File: config.mk
export PLATFORM = sky130hd
export DESIGN_NAME = cascade_pic
export DESIGN_NICKNAME = d
export VERILOG_FILES = /design/src/rtl/cpic_pkg.sv /design/src/rtl/pic_addr_dec.sv /design/src/rtl/pic_core.sv /design/src/rtl/pic_ack_seq.sv /design/src/rtl/cascade_pic.sv
export SDC_FILE = /design/constraint.sdc
export NUM_CORES = 1
export LEC_CHECK = 0
export BUFFER_PORTS_ARGS = -buffer_cell sky130_fd_sc_hd__buf_2
export CORE_UTILIZATION = 54
export DETAILED_ROUTE_END_ITERATION = 16
export PLACE_DENSITY_LB_ADDON = 0.1
export SLEW_MARGIN = 20
export SYNTH_ARGS = -nofsm -noshare
export SYNTH_HDL_FRONTEND = slang
export SYNTH_SLANG_ARGS = --single-unit
File: constraint.sdc
create_clock -name clk -period 2.7 [get_ports clk]
set_input_delay 0.405 -clock clk [delete_from_list [all_inputs] [get_ports clk]]
set_output_delay 0.405 -clock clk [all_outputs]
set_load 0.01 [all_outputs]
File: src/rtl/cpic_pkg.sv
package cpic_pkg;
  localparam int LINES = 8;
  localparam int IDXW  = $clog2(LINES);
  localparam logic [IDXW-1:0] CAS_LINE  = IDXW'(2);
  localparam logic [IDXW-1:0] SPUR_LINE = IDXW'(LINES - 1);

  typedef struct packed {
    logic            valid;
    logic [IDXW-1:0] idx;
  } pick_t;

  typedef struct packed {
    logic pri_cmd;
    logic pri_dat;
    logic sec_cmd;
    logic sec_dat;
    logic pri_trig;
    logic sec_trig;
  } io_sel_t;

  typedef enum logic {ST_RUN, ST_BASE} cfg_st_t;

  // lowest set bit wins
  function automatic pick_t pick_low(input logic [LINES-1:0] v);
    pick_t r;
    r = '0;
    for (int i = LINES - 1; i >= 0; i--) begin
      if (v[i]) begin
        r.valid = 1'b1;
        r.idx   = IDXW'(i);
      end
    end
    return r;
  endfunction

  function automatic logic [7:0] vec_of(input logic [7-IDXW:0] base, input logic [IDXW-1:0] idx);
    return {base, idx};
  endfunction

  function automatic logic [7:0] poll_byte(input pick_t w);
    return w.valid ? {1'b1, {(7-IDXW){1'b0}}, w.idx} : 8'h07;
  endfunction

  function automatic logic [7:0] ack_vector(input pick_t pw, input pick_t sw,
                                            input logic [7-IDXW:0] pb, input logic [7-IDXW:0] sb);
    if (!pw.valid)            return vec_of(pb, SPUR_LINE);
    else if (pw.idx != CAS_LINE) return vec_of(pb, pw.idx);
    else if (sw.valid)        return vec_of(sb, sw.idx);
    else                      return vec_of(sb, SPUR_LINE);
  endfunction
endpackage

File: src/rtl/pic_addr_dec.sv
module pic_addr_dec
  import cpic_pkg::*;
#(
  parameter int ADDR_W = 16,
  parameter logic [ADDR_W-1:0] PRI_PORT  = 'h020,
  parameter logic [ADDR_W-1:0] SEC_PORT  = 'h0A0,
  parameter logic [ADDR_W-1:0] TRIG_PORT = 'h4D0
) (
  input  logic              clk,
  input  logic              rst_n,
  input  logic [ADDR_W-1:0] addr_i,
  input  logic [1:0]        size_i,
  output io_sel_t           sel_o
);
  logic byte_ok;
  logic [ADDR_W-2:0] pair;

  assign byte_ok = (size_i == 2'd0);
  assign pair    = addr_i[ADDR_W-1:1];

  always_comb begin
    sel_o = '0;
    if (byte_ok) begin
      sel_o.pri_cmd  = (pair == PRI_PORT[ADDR_W-1:1])  && !addr_i[0];
      sel_o.pri_dat  = (pair == PRI_PORT[ADDR_W-1:1])  &&  addr_i[0];
      sel_o.sec_cmd  = (pair == SEC_PORT[ADDR_W-1:1])  && !addr_i[0];
      sel_o.sec_dat  = (pair == SEC_PORT[ADDR_W-1:1])  &&  addr_i[0];
      sel_o.pri_trig = (pair == TRIG_PORT[ADDR_W-1:1]) && !addr_i[0];
      sel_o.sec_trig = (pair == TRIG_PORT[ADDR_W-1:1]) &&  addr_i[0];
    end
  end

  a_r1_sel_onehot: assert property (@(posedge clk) disable iff (!rst_n) $onehot0(sel_o));
  a_r2_wide_no_sel: assert property (@(posedge clk) disable iff (!rst_n)
    (size_i != 2'd0) |-> (sel_o == '0));
endmodule

File: src/rtl/pic_core.sv
module pic_core
  import cpic_pkg::*;
#(
  parameter logic [LINES-1:0] TRIG_WMASK = '1,
  parameter logic [7-IDXW:0]  BASE_RST   = '0
) (
  input  logic             clk,
  input  logic             rst_n,
  input  logic [LINES-1:0] lines_i,
  input  logic [LINES-1:0] cas_set_i,
  input  logic             wr_cmd_i,
  input  logic             wr_data_i,
  input  logic             wr_trig_i,
  input  logic [7:0]       wdata_i,
  input  logic             rd_any_i,
  input  logic             ack_i,
  input  logic [LINES-1:0] clr_i,
  output pick_t            win_o,
  output logic [LINES-1:0] irr_o,
  output logic [LINES-1:0] isr_o,
  output logic [LINES-1:0] imr_o,
  output logic [LINES-1:0] trig_o,
  output logic [7-IDXW:0]  base_o,
  output logic             rd_isr_o,
  output logic             poll_o
);
  logic [LINES-1:0] irr_q, isr_q, imr_q, trig_q, last_q, irr_n, isr_n, edge_set;
  logic [7-IDXW:0]  base_q;
  logic             rd_isr_q, poll_q;
  cfg_st_t          st_q;
  pick_t            best, cur;
  logic             init_cmd, ctl_cmd, eoi_low, eoi_pick;

  assign best = pick_low(irr_q & ~imr_q);
  assign cur  = pick_low(isr_q);
  always_comb begin
    win_o.idx   = best.idx;
    win_o.valid = best.valid && (!cur.valid || (best.idx < cur.idx));
  end

  assign init_cmd = wr_cmd_i && wdata_i[4];
  assign ctl_cmd  = wr_cmd_i && !wdata_i[4] && wdata_i[3];
  assign eoi_low  = wr_cmd_i && !wdata_i[4] && !wdata_i[3] && (wdata_i[7:5] == 3'b001);
  assign eoi_pick = wr_cmd_i && !wdata_i[4] && !wdata_i[3] && (wdata_i[7:5] == 3'b011);
  assign edge_set = lines_i & ~last_q & ~trig_q;

  always_comb begin
    isr_n = isr_q;
    if (ack_i) isr_n[win_o.idx] = 1'b1;
    if (eoi_low && cur.valid) isr_n[cur.idx] = 1'b0;
    if (eoi_pick) isr_n[wdata_i[IDXW-1:0]] = 1'b0;
    isr_n = isr_n & ~clr_i;
    if (init_cmd) isr_n = '0;

    irr_n = irr_q;
    if (ack_i && !trig_q[win_o.idx]) irr_n[win_o.idx] = 1'b0;
    irr_n = irr_n & ~clr_i;
    if (init_cmd) irr_n = irr_n & trig_q;
    irr_n = (irr_n & ~trig_q) | (lines_i & trig_q) | edge_set | cas_set_i;
  end

  always_ff @(posedge clk) begin
    if (!rst_n) begin
      irr_q <= '0; isr_q <= '0; imr_q <= '0; trig_q <= '0; last_q <= '0;
      base_q <= BASE_RST; rd_isr_q <= 1'b0; poll_q <= 1'b0; st_q <= ST_RUN;
    end else begin
      irr_q  <= irr_n;
      isr_q  <= isr_n;
      last_q <= init_cmd ? '0 : lines_i;
      if (wr_trig_i) trig_q <= wdata_i[LINES-1:0] & TRIG_WMASK;
      if (init_cmd) begin
        imr_q <= '0; rd_isr_q <= 1'b0; poll_q <= 1'b0; st_q <= ST_BASE;
      end else if (wr_data_i) begin
        if (st_q == ST_BASE) begin
          base_q <= wdata_i[7:IDXW];
          st_q   <= ST_RUN;
        end else begin
          imr_q <= wdata_i[LINES-1:0];
        end
      end
      if (ctl_cmd && wdata_i[1]) rd_isr_q <= wdata_i[0];
      if (ctl_cmd && wdata_i[2]) poll_q <= 1'b1;
      else if (rd_any_i) poll_q <= 1'b0;
    end
  end

  assign irr_o = irr_q;  assign isr_o = isr_q;  assign imr_o = imr_q;
  assign trig_o = trig_q; assign base_o = base_q;
  assign rd_isr_o = rd_isr_q; assign poll_o = poll_q;

  a_r6_ack_marks_service: assert property (@(posedge clk) disable iff (!rst_n)
    (ack_i && !wr_cmd_i && (clr_i == '0)) |=> isr_q[$past(win_o.idx)]);
  a_r13_init_clears: assert property (@(posedge clk) disable iff (!rst_n)
    init_cmd |=> (imr_q == '0) && (isr_q == '0));
  a_r4_trig_masked: assert property (@(posedge clk) disable iff (!rst_n)
    (trig_q & ~TRIG_WMASK) == '0);
endmodule

File: src/rtl/pic_ack_seq.sv
module pic_ack_seq
  import cpic_pkg::*;
(
  input  logic            clk,
  input  logic            rst_n,
  input  logic            ack_req_i,
  input  pick_t           pri_win_i,
  input  pick_t           sec_win_i,
  input  logic [7-IDXW:0] pri_base_i,
  input  logic [7-IDXW:0] sec_base_i,
  output logic            pri_ack_o,
  output logic            sec_ack_o,
  output logic [7:0]      ack_vec_o,
  output logic            ack_valid_o
);
  logic to_sec;

  assign pri_ack_o = ack_req_i && pri_win_i.valid;
  assign to_sec    = pri_ack_o && (pri_win_i.idx == CAS_LINE);
  assign sec_ack_o = to_sec && sec_win_i.valid;

  always_ff @(posedge clk) begin
    if (!rst_n) begin
      ack_vec_o   <= '0;
      ack_valid_o <= 1'b0;
    end else begin
      ack_valid_o <= ack_req_i;
      if (ack_req_i) ack_vec_o <= ack_vector(pri_win_i, sec_win_i, pri_base_i, sec_base_i);
    end
  end

  a_r8_spurious_primary: assert property (@(posedge clk) disable iff (!rst_n)
    (ack_req_i && !pri_win_i.valid) |=> ack_valid_o && (ack_vec_o[IDXW-1:0] == SPUR_LINE)
      && (ack_vec_o[7:IDXW] == $past(pri_base_i)));
  a_r7_falls_to_secondary: assert property (@(posedge clk) disable iff (!rst_n)
    to_sec |=> (ack_vec_o[7:IDXW] == $past(sec_base_i)));
  a_r6_primary_vector: assert property (@(posedge clk) disable iff (!rst_n)
    (pri_ack_o && !to_sec) |=> (ack_vec_o[IDXW-1:0] == $past(pri_win_i.idx)));
endmodule

File: src/rtl/cascade_pic.sv
module cascade_pic
  import cpic_pkg::*;
#(
  parameter int ADDR_W = 16,
  parameter logic [ADDR_W-1:0] PRI_PORT  = 'h020,
  parameter logic [ADDR_W-1:0] SEC_PORT  = 'h0A0,
  parameter logic [ADDR_W-1:0] TRIG_PORT = 'h4D0,
  parameter logic [LINES-1:0]  PRI_TRIG_WMASK = 8'hF8,
  parameter logic [LINES-1:0]  SEC_TRIG_WMASK = 8'hDE,
  parameter logic [7-IDXW:0]   PRI_BASE_RST = 5'b00001,
  parameter logic [7-IDXW:0]   SEC_BASE_RST = 5'b01110
) (
  input  logic               clk,
  input  logic               rst_n,
  input  logic [2*LINES-1:0] irq_lines,
  input  logic [ADDR_W-1:0]  io_addr,
  input  logic [1:0]         io_size,
  input  logic               io_wr,
  input  logic               io_rd,
  input  logic [7:0]         io_wdata,
  output logic [7:0]         io_rdata,
  output logic               io_rvalid,
  input  logic               ack_req,
  output logic [7:0]         ack_vec,
  output logic               ack_valid,
  output logic               irq_o,
  output logic               wake_o
);
  io_sel_t sel;
  pick_t   pri_win, sec_win;
  logic [LINES-1:0] pri_irr, pri_isr, pri_imr, pri_trig, sec_irr, sec_isr, sec_imr, sec_trig;
  logic [7-IDXW:0]  pri_base, sec_base;
  logic pri_rd_isr, sec_rd_isr, pri_poll, sec_poll;
  logic pri_ack, sec_ack;
  logic pri_rd_hit, sec_rd_hit, pri_poll_hit, sec_poll_hit, sec_consumed, cas_pulse;
  logic [LINES-1:0] pri_clr, sec_clr, cas_set;
  logic [7:0] rd_next;
  logic irq_q, wake_q;

  pic_addr_dec #(.ADDR_W(ADDR_W), .PRI_PORT(PRI_PORT), .SEC_PORT(SEC_PORT), .TRIG_PORT(TRIG_PORT))
    u_dec (.clk(clk), .rst_n(rst_n), .addr_i(io_addr), .size_i(io_size), .sel_o(sel));

  assign pri_rd_hit   = io_rd && (sel.pri_cmd || sel.pri_dat);
  assign sec_rd_hit   = io_rd && (sel.sec_cmd || sel.sec_dat);
  assign pri_poll_hit = pri_rd_hit && pri_poll && pri_win.valid;
  assign sec_poll_hit = sec_rd_hit && sec_poll && sec_win.valid;

  // the secondary winner leaves this cycle: do not re-announce it on line 2
  assign sec_consumed = sec_ack || sec_poll_hit;
  assign cas_pulse    = sec_win.valid && !sec_consumed;
  always_comb begin
    cas_set = '0;
    cas_set[CAS_LINE] = cas_pulse;
    pri_clr = '0;
    if (pri_poll_hit) pri_clr[pri_win.idx] = 1'b1;
    if (sec_poll_hit) pri_clr[CAS_LINE] = 1'b1;
    sec_clr = '0;
    if (sec_poll_hit) sec_clr[sec_win.idx] = 1'b1;
  end

  pic_core #(.TRIG_WMASK(PRI_TRIG_WMASK), .BASE_RST(PRI_BASE_RST)) u_pri (
    .clk(clk), .rst_n(rst_n), .lines_i(irq_lines[LINES-1:0]), .cas_set_i(cas_set),
    .wr_cmd_i(io_wr && sel.pri_cmd), .wr_data_i(io_wr && sel.pri_dat),
    .wr_trig_i(io_wr && sel.pri_trig), .wdata_i(io_wdata), .rd_any_i(pri_rd_hit),
    .ack_i(pri_ack), .clr_i(pri_clr), .win_o(pri_win), .irr_o(pri_irr), .isr_o(pri_isr),
    .imr_o(pri_imr), .trig_o(pri_trig), .base_o(pri_base), .rd_isr_o(pri_rd_isr), .poll_o(pri_poll));

  pic_core #(.TRIG_WMASK(SEC_TRIG_WMASK), .BASE_RST(SEC_BASE_RST)) u_sec (
    .clk(clk), .rst_n(rst_n), .lines_i(irq_lines[2*LINES-1:LINES]), .cas_set_i('0),
    .wr_cmd_i(io_wr && sel.sec_cmd), .wr_data_i(io_wr && sel.sec_dat),
    .wr_trig_i(io_wr && sel.sec_trig), .wdata_i(io_wdata), .rd_any_i(sec_rd_hit),
    .ack_i(sec_ack), .clr_i(sec_clr), .win_o(sec_win), .irr_o(sec_irr), .isr_o(sec_isr),
    .imr_o(sec_imr), .trig_o(sec_trig), .base_o(sec_base), .rd_isr_o(sec_rd_isr), .poll_o(sec_poll));

  pic_ack_seq u_ack (
    .clk(clk), .rst_n(rst_n), .ack_req_i(ack_req), .pri_win_i(pri_win), .sec_win_i(sec_win),
    .pri_base_i(pri_base), .sec_base_i(sec_base), .pri_ack_o(pri_ack), .sec_ack_o(sec_ack),
    .ack_vec_o(ack_vec), .ack_valid_o(ack_valid));

  always_comb begin
    rd_next = '0;
    if (sel.pri_cmd)       rd_next = pri_poll ? poll_byte(pri_win) : (pri_rd_isr ? pri_isr : pri_irr);
    else if (sel.pri_dat)  rd_next = pri_poll ? poll_byte(pri_win) : pri_imr;
    else if (sel.sec_cmd)  rd_next = sec_poll ? poll_byte(sec_win) : (sec_rd_isr ? sec_isr : sec_irr);
    else if (sel.sec_dat)  rd_next = sec_poll ? poll_byte(sec_win) : sec_imr;
    else if (sel.pri_trig) rd_next = pri_trig;
    else if (sel.sec_trig) rd_next = sec_trig;
  end

  always_ff @(posedge clk) begin
    if (!rst_n) begin
      io_rdata <= '0; io_rvalid <= 1'b0; irq_q <= 1'b0; wake_q <= 1'b0;
    end else begin
      io_rvalid <= io_rd;
      if (io_rd) io_rdata <= rd_next;
      irq_q  <= pri_win.valid;
      wake_q <= pri_win.valid && !irq_q;
    end
  end
  assign irq_o  = irq_q;
  assign wake_o = wake_q;

  a_r10_wake_on_rise: assert property (@(posedge clk) disable iff (!rst_n)
    wake_o |-> (irq_o && !$past(irq_o)));
  a_r10_rise_has_wake: assert property (@(posedge clk) disable iff (!rst_n)
    $rose(irq_o) |-> wake_o);
  a_r5_cascade_link: assert property (@(posedge clk) disable iff (!rst_n)
    cas_pulse |=> pri_irr[CAS_LINE]);
  a_r2_wide_read_zero: assert property (@(posedge clk) disable iff (!rst_n)
    (io_rd && io_size != 2'd0) |=> (io_rdata == 8'h00));
endmodule

## After elaboration in Yosys (flattened, before gate mapping)

Cells that the tools add are included.

- Flip-flop bits (word level): 111
- Output and inout port bits: 20
- Word-level logic and storage cells: 256

- $lt $le $gt $ge: 12
- Equality and inequality tests: 7
- Mux-type cells: 89
- Bitwise logic cells: 47
- Reduce and logical (&&, ||, !) cells: 77

Operators by type and width:

| operator | count |
|---|---|
| 2-to-1 mux 8 bit | 28 |
| bitwise AND 8 bit | 22 |
| 2-to-1 mux 4 bit | 32 |
| NOT 8 bit | 13 |
| logical AND 1 bit | 50 |
| bitwise OR 8 bit | 6 |
| < comparator 3 x 4 -> 1 bit, second input constant | 5 |
| 2-to-1 mux 1 bit | 20 |
| demux 1 bit (select 3 bit) | 5 |
| equality test 15 x 10 -> 1 bit, second input constant | 1 |
| equality test 15 x 5 -> 1 bit, second input constant | 1 |
| equality test 15 x 7 -> 1 bit, second input constant | 1 |
| greater-or-equal comparator 3 x 1 -> 1 bit, second input constant | 5 |
| zero test 1 bit | 9 |
| bitwise OR 8 x 3 -> 8 bit | 1 |
| nonzero test 2 bit | 4 |
| binary-select mux 1 bit (select 3 bit) | 2 |
| equality test 3 x 2 -> 1 bit, second input constant | 2 |
| < comparator 3 bit | 2 |
| 2-to-1 mux 6 bit | 1 |
| AND reduction 3 bit | 2 |
| nonzero test 3 bit | 2 |
| logical OR 1 bit | 5 |
| NOT 1 bit | 5 |
| 6 further kinds | 8 |

## Depth between registers and ports, before layout

- Depth after elaboration: 24
- Mapped depth: 13

## Modules after synthesis

Synthesis repeated with hierarchy kept, for this count alone.

- Cell total of the unflattened synthesis: 757
- Area total of the unflattened synthesis: 6407.4 µm²

Modules (own cells, without submodules):

| module | times used | cells each | area each (µm²) | seq. area each (µm²) |
|---|---|---|---|---|
| pic_core (u_sec) | 1 | 253 | 2290.9 | 920.9 |
| pic_core (u_pri) | 1 | 266 | 2280.9 | 900.9 |
| cascade_pic | 1 | 175 | 1278.7 | 220.2 |
| pic_ack_seq | 1 | 44 | 407.9 | 180.2 |
| pic_addr_dec | 1 | 19 | 148.9 | 0.0 |

## Worst setup path before layout

No wires, ideal clock.

- Path kind: register to register
- Start: reg u_sec.irr_q[1], in the netlist u_sec.irr_o[1]
- End: reg u_sec.isr_q[2], in the netlist u_sec.isr_o[2]
- Setup time: 122 ps
- Arrival: 2720 ps
- Slack: -143 ps
- Cell stages (with the launch flop): 14
- Buffers on the path: 1
- Clock period less this slack: 2843 ps
- Cell sequence: dfxtp_1 -> nor2b_1 -> nor2_1 -> nand2_1 -> nor2_1 -> ha_1 -> a21oi_1 -> a32oi_1 -> a21oi_2 -> a41oi_2 -> or3_1 -> clkbuf_1 -> o211ai_1 -> a21oi_1

- Word-level cells in the longest chain between the ends: 14
- Elaborated cells on any way between the ends: 22

RTL lines:

| what | RTL line | RTL |
|---|---|---|
| start, declared | pic_core.sv:27 | `logic [LINES-1:0] irr_q, isr_q, imr_q, trig_q, last_q, irr_n, isr_n, edge_set;` |
| start signal, assigned | pic_core.sv:67 | `irr_q <= irr_n;` |
| bitwise AND 8 bit * | pic_core.sv:34 | `assign best = pick_low(irr_q & ~imr_q);` |
| 2-to-1 mux 4 bit * (2 in series) | cpic_pkg.sv:28 | `if (v[i]) begin` |
| < comparator 3 x 4 -> 1 bit (implied by the code) / greater-or-equal comparator 3 x 1 -> 1 bit (equally long branches) | pic_core.sv:49, cascade_pic.sv:58 |  |
| logical AND 1 bit (implied by the code) | pic_core.sv:49, cascade_pic.sv:58 |  |
| 2-to-1 mux 1 bit (implied by the code) | pic_core.sv:49, cascade_pic.sv:58 |  |
| demux 1 bit (select 3 bit) | -- |  |
| bitwise OR 8 bit (no line) | -- |  |
| 2-to-1 mux 8 bit | pic_core.sv:49 | `if (ack_i) isr_n[win_o.idx] = 1'b1;` |
| bitwise AND 8 bit (no line) | -- |  |
| 2-to-1 mux 8 bit | pic_core.sv:50 | `if (eoi_low && cur.valid) isr_n[cur.idx] = 1'b0;` |
| bitwise AND 8 bit (no line) | -- |  |
| 2-to-1 mux 8 bit | pic_core.sv:51 | `if (eoi_pick) isr_n[wdata_i[IDXW-1:0]] = 1'b0;` |
| bitwise AND 8 bit * | pic_core.sv:52 | `isr_n = isr_n & ~clr_i;` |
| end signal, assigned | pic_core.sv:68 | `isr_q <= isr_n;` |
| end, declared | pic_core.sv:27 |  |

Every way passes the cells marked *; elsewhere a longest branch is shown, timed or not.
A chain may end at the register's enable or synchronous reset.

## Worst setup path in the final report

- Start: reg u_sec.imr_q[6], in the netlist u_sec.imr_o[6]
- End: reg u_sec.isr_q[0], in the netlist u_sec.isr_o[0]

- Word-level cells in the longest chain between the ends: 20
- Elaborated cells on any way between the ends: 28

RTL lines:

| what | RTL line | RTL |
|---|---|---|
| start, declared | pic_core.sv:27 |  |
| start signal, assigned | pic_core.sv:78 | `imr_q <= wdata_i[LINES-1:0];` |
| NOT 8 bit * | pic_core.sv:34 |  |
| bitwise AND 8 bit * | pic_core.sv:34 |  |
| 2-to-1 mux 4 bit * (7 in series) | cpic_pkg.sv:28 |  |
| < comparator 3 x 4 -> 1 bit (implied by the code) / greater-or-equal comparator 3 x 1 -> 1 bit (equally long branches) | pic_core.sv:49, cascade_pic.sv:58 |  |
| logical AND 1 bit (implied by the code) | pic_core.sv:49, cascade_pic.sv:58 |  |
| 2-to-1 mux 1 bit (implied by the code) | pic_core.sv:49, cascade_pic.sv:58 |  |
| demux 1 bit (select 3 bit) | -- |  |
| bitwise OR 8 bit (no line) | -- |  |
| 2-to-1 mux 8 bit | pic_core.sv:49 |  |
| bitwise AND 8 bit (no line) | -- |  |
| 2-to-1 mux 8 bit | pic_core.sv:50 |  |
| bitwise AND 8 bit (no line) | -- |  |
| 2-to-1 mux 8 bit | pic_core.sv:51 |  |
| bitwise AND 8 bit * | pic_core.sv:52 |  |

Marked as above.

==> out/metrics.yaml <==
dpl_worst_slack_ns: -0.238
status: "finished clean"
die_w_um: 110
final_cell_mix: "buf_4, dfxtp_1, nand2_1"
gp_congestion: 0.983
start_kind: "flip-flop"
finClkSkew_ns: 0.0135
syn_inst: 790
synth_edf_count: 0
fp.dieH_um: 110
rows: 39
clock_path_buffers: 2
maxSlewHeadroom: 0.457
ys_async_sr_fraction: 0
period_minus_slack_ns: 2.66
gr-total-overflow: 0
pwr_density_cell_mw_per_mm2: 607
die-area_sq_mm: 0.0121
n_antenna_cell: 0
ff2ff_path_depth: 11
grt_pass1_vias: 6712
critPathKind: "flip-flop to flip-flop"
place_area_sq_mm: 0.00751
seq_area_frac_synth: 0.352
num-nets-final: 1003
ys.flop_type: "dfxtp_1"
crit_path_end_kind: "flip-flop"
wire_per_inst_um: 21.6
syn-cell-area_sq_mm: 0.00631
synth-seq-cells: 111
synth_cell_types: 78
cpLargestDelayFamily: "simple AND/OR/NAND/NOR gates"
ir_worst_vdd_mv: 0.563
core-area_sq_mm: 0.0114
grt_pass1_wl_mm: 35.7
path_buf_inv: 0
vias: 7067
antenna_found_initial: 0
worst_slack_ns: 0.0434
dr.pass1.iters: 5
finalInstanceArea_sq_mm: 0.00817
finalCritPeriodShare: 0.984
drc: 0
r2r_slack_ns: 0.04
tightest_slew_ns: 0.814
power_w: 0.00496
hpwl_mm: 18.2
initial_utilization: 0.553
final_cell_count_no_fill: 1100
final_common_cell: "buf_4"
hp-class: "primary input to flip-flop"
worstSkewPairLatency_ns: 0.37
drt-vias-per-instance: 6.42
grt_max_degree: 31
syn_avg_cell_area_sq_um: 7.99
io_pins: 67
power_leakage_nw: 3.13
clk_pin_slew_ns: 0.09
drive_gt1_frac: 0.304
whs_path_depth: 2
io_buffers: 66
required_ns: 3.00
syn-num-nets: 841
hold_viol_final: 0
rsz0062_at_grt: "yes"
initialDrtViolationCount: 758
setup_viol: 0
fill_cells: 929
htree_levels: 3
cts_buffers: 9
startpoint: "u_sec.imr_o[6]$_SDFFE_PP0P_"
dpl.cell_count: 1072
cts.sinks: 111
r2r-start: "u_sec.imr_o[6]$_SDFFE_PP0P_"
slowest_delay_ns: 0.50
cts-root-buf: "clkbuf_16"
hold_end: "u_pri.last_q[3]$_SDFF_PP0_"
finalWirelength_mm: 23.8
cpMaxStageDelayCell: "or4_1"
ant_nets: 0
crit_arrival_ns: 2.95
cp_cell_sequence: "and2b_2, nor4_4, nor2_1, ha_1, nand2_1, a32oi_2, a21oi_2, a41oi_2, nor3_2, or4_1, a21oi_1"
grt_usage: 0.399
cp_max_fo: 3
worstHoldStart: "irq_lines[3]"
fmax_ghz: 0.376
r2r-end: "u_sec.isr_o[0]$_SDFF_PP0_"
area_delta_synth_final_pct: 29.4
maxSlewViolCount: 0
yosysWarnings: 0
cts_tree: "done"
cap_violations: 0
## power by group
part	total, W	switching (W)	internal [W]
clock	0.00138	0.000713	0.000669
sequential	0.00181	0.0000696	0.00174
combinational	0.00177	0.000963	0.000808
## synthesized netlist by cell type (7+ instances only)
cell      instances  area share
dfxtp_1         111        0.35
nand3b_1         19       0.023
and2_1           13       0.013
a211oi_1         11       0.013
nor3_1           18       0.014
a21oi_1          75       0.059
a21boi_0          7      0.0083
mux2i_1          37       0.059
buf_2            10      0.0079
o21ai_0          55       0.044
and3_1           15       0.015
nand3_1          31       0.025
nand2_1          87       0.052
o211ai_1         14       0.017
inv_1            19       0.011
nor2b_1          18       0.018
nand2b_1         16       0.016
nor2_1           67       0.040
clkbuf_1         28       0.017
## logic make-up after synthesis
logic type / count (synthesis) / synth area share
multiplexers: 41 / 0.0658
flip-flops: 111 / 0.352
buffers and inverters: 62 / 0.0418
AO/OA/AOI/OAI: 234 / 0.245
AND/OR/NAND/NOR: 338 / 0.287
adder cells (fa/ha/maj): 4 / 0.00793
## state kept, by name, summed over array words and instances, names as in the netlist, 5 cells and up
register	flops
io_rdata	8
u_ack.ack_vec_o	8
u_pri.imr_o	8
u_pri.irr_o	8
u_pri.isr_o	8
u_pri.last_q	8
u_sec.imr_o	8
u_sec.irr_o	8
u_sec.isr_o	8
u_sec.last_q	8
u_sec.trig_o	6
u_pri.base_o	5
u_pri.trig_o	5
u_sec.base_o	5
## worst register-to-register path: stages, from the launching register on
cell,delay (ns)
dfxtp_2,0.36
and2b_2,0.27
nor4_4,0.19
nor2_1,0.08
ha_1,0.31
nand2_1,0.07
a32oi_2,0.21
a21oi_2,0.07
a41oi_2,0.28
nor3_2,0.11
or4_1,0.50
a21oi_1,0.14
## routing by layer
layer	wire, um	GRT usage
met5	0	0
met4	858	0.164
met3	2590	0.0976
met2	10400	0.596
met1	9970	0.548
## what timing repair did
action | CTS | global route
hold buffers | 0 | 0
endpoints found under the setup margin | 43 | 39
gates resized for setup | 28 | 34
endpoints found under the hold margin | 0 | 0
pin swaps | 7 | 13
buffers inserted | 2 | 9
gates cloned | 1 | 0
## stage by stage
step           hold slack [ns]  setup TNS [ns]   util
2_1_floorplan            0.441               0      -
3_3_place_gp             0.400          -0.431  0.658
3_5_place_dp             0.410           -3.69  0.658
4_1_cts                  0.243               0  0.697
5_1_grt                  0.258          -0.684  0.716
6_report                 0.243               0  0.716
## worst max path at each step
stage / endpoint / slack (ns) / depth (start not counted)
global placement: u_ack.ack_vec_o[0]$_SDFFE_PN0P_ / -0.1 / 13
global route: u_sec.isr_o[0]$_SDFF_PP0_ / -0.11 / 12
floorplan: u_pri.isr_o[0]$_SDFF_PP0_ / 0.004 / 12
finish: u_sec.isr_o[0]$_SDFF_PP0_ / 0.04 / 11
CTS: u_pri.isr_o[0]$_SDFF_PP0_ / 0.008 / 12
detailed placement: u_sec.irr_o[4]$_SDFF_PN0_ / -0.24 / 12
## final cells by class
cell class	count	area [sq um]	share of cell area
flip-flops and latches	111	2230	0.273
inverters	19	71.3	0.00873
well taps	143	179	0.0219
clock buffers	9	225	0.0276
multi-input cells	618	4100	0.502
repair buffers	193	1280	0.157
clock inverters	7	82.6	0.0101
Note: power is estimated with default switching activity, not from simulation.
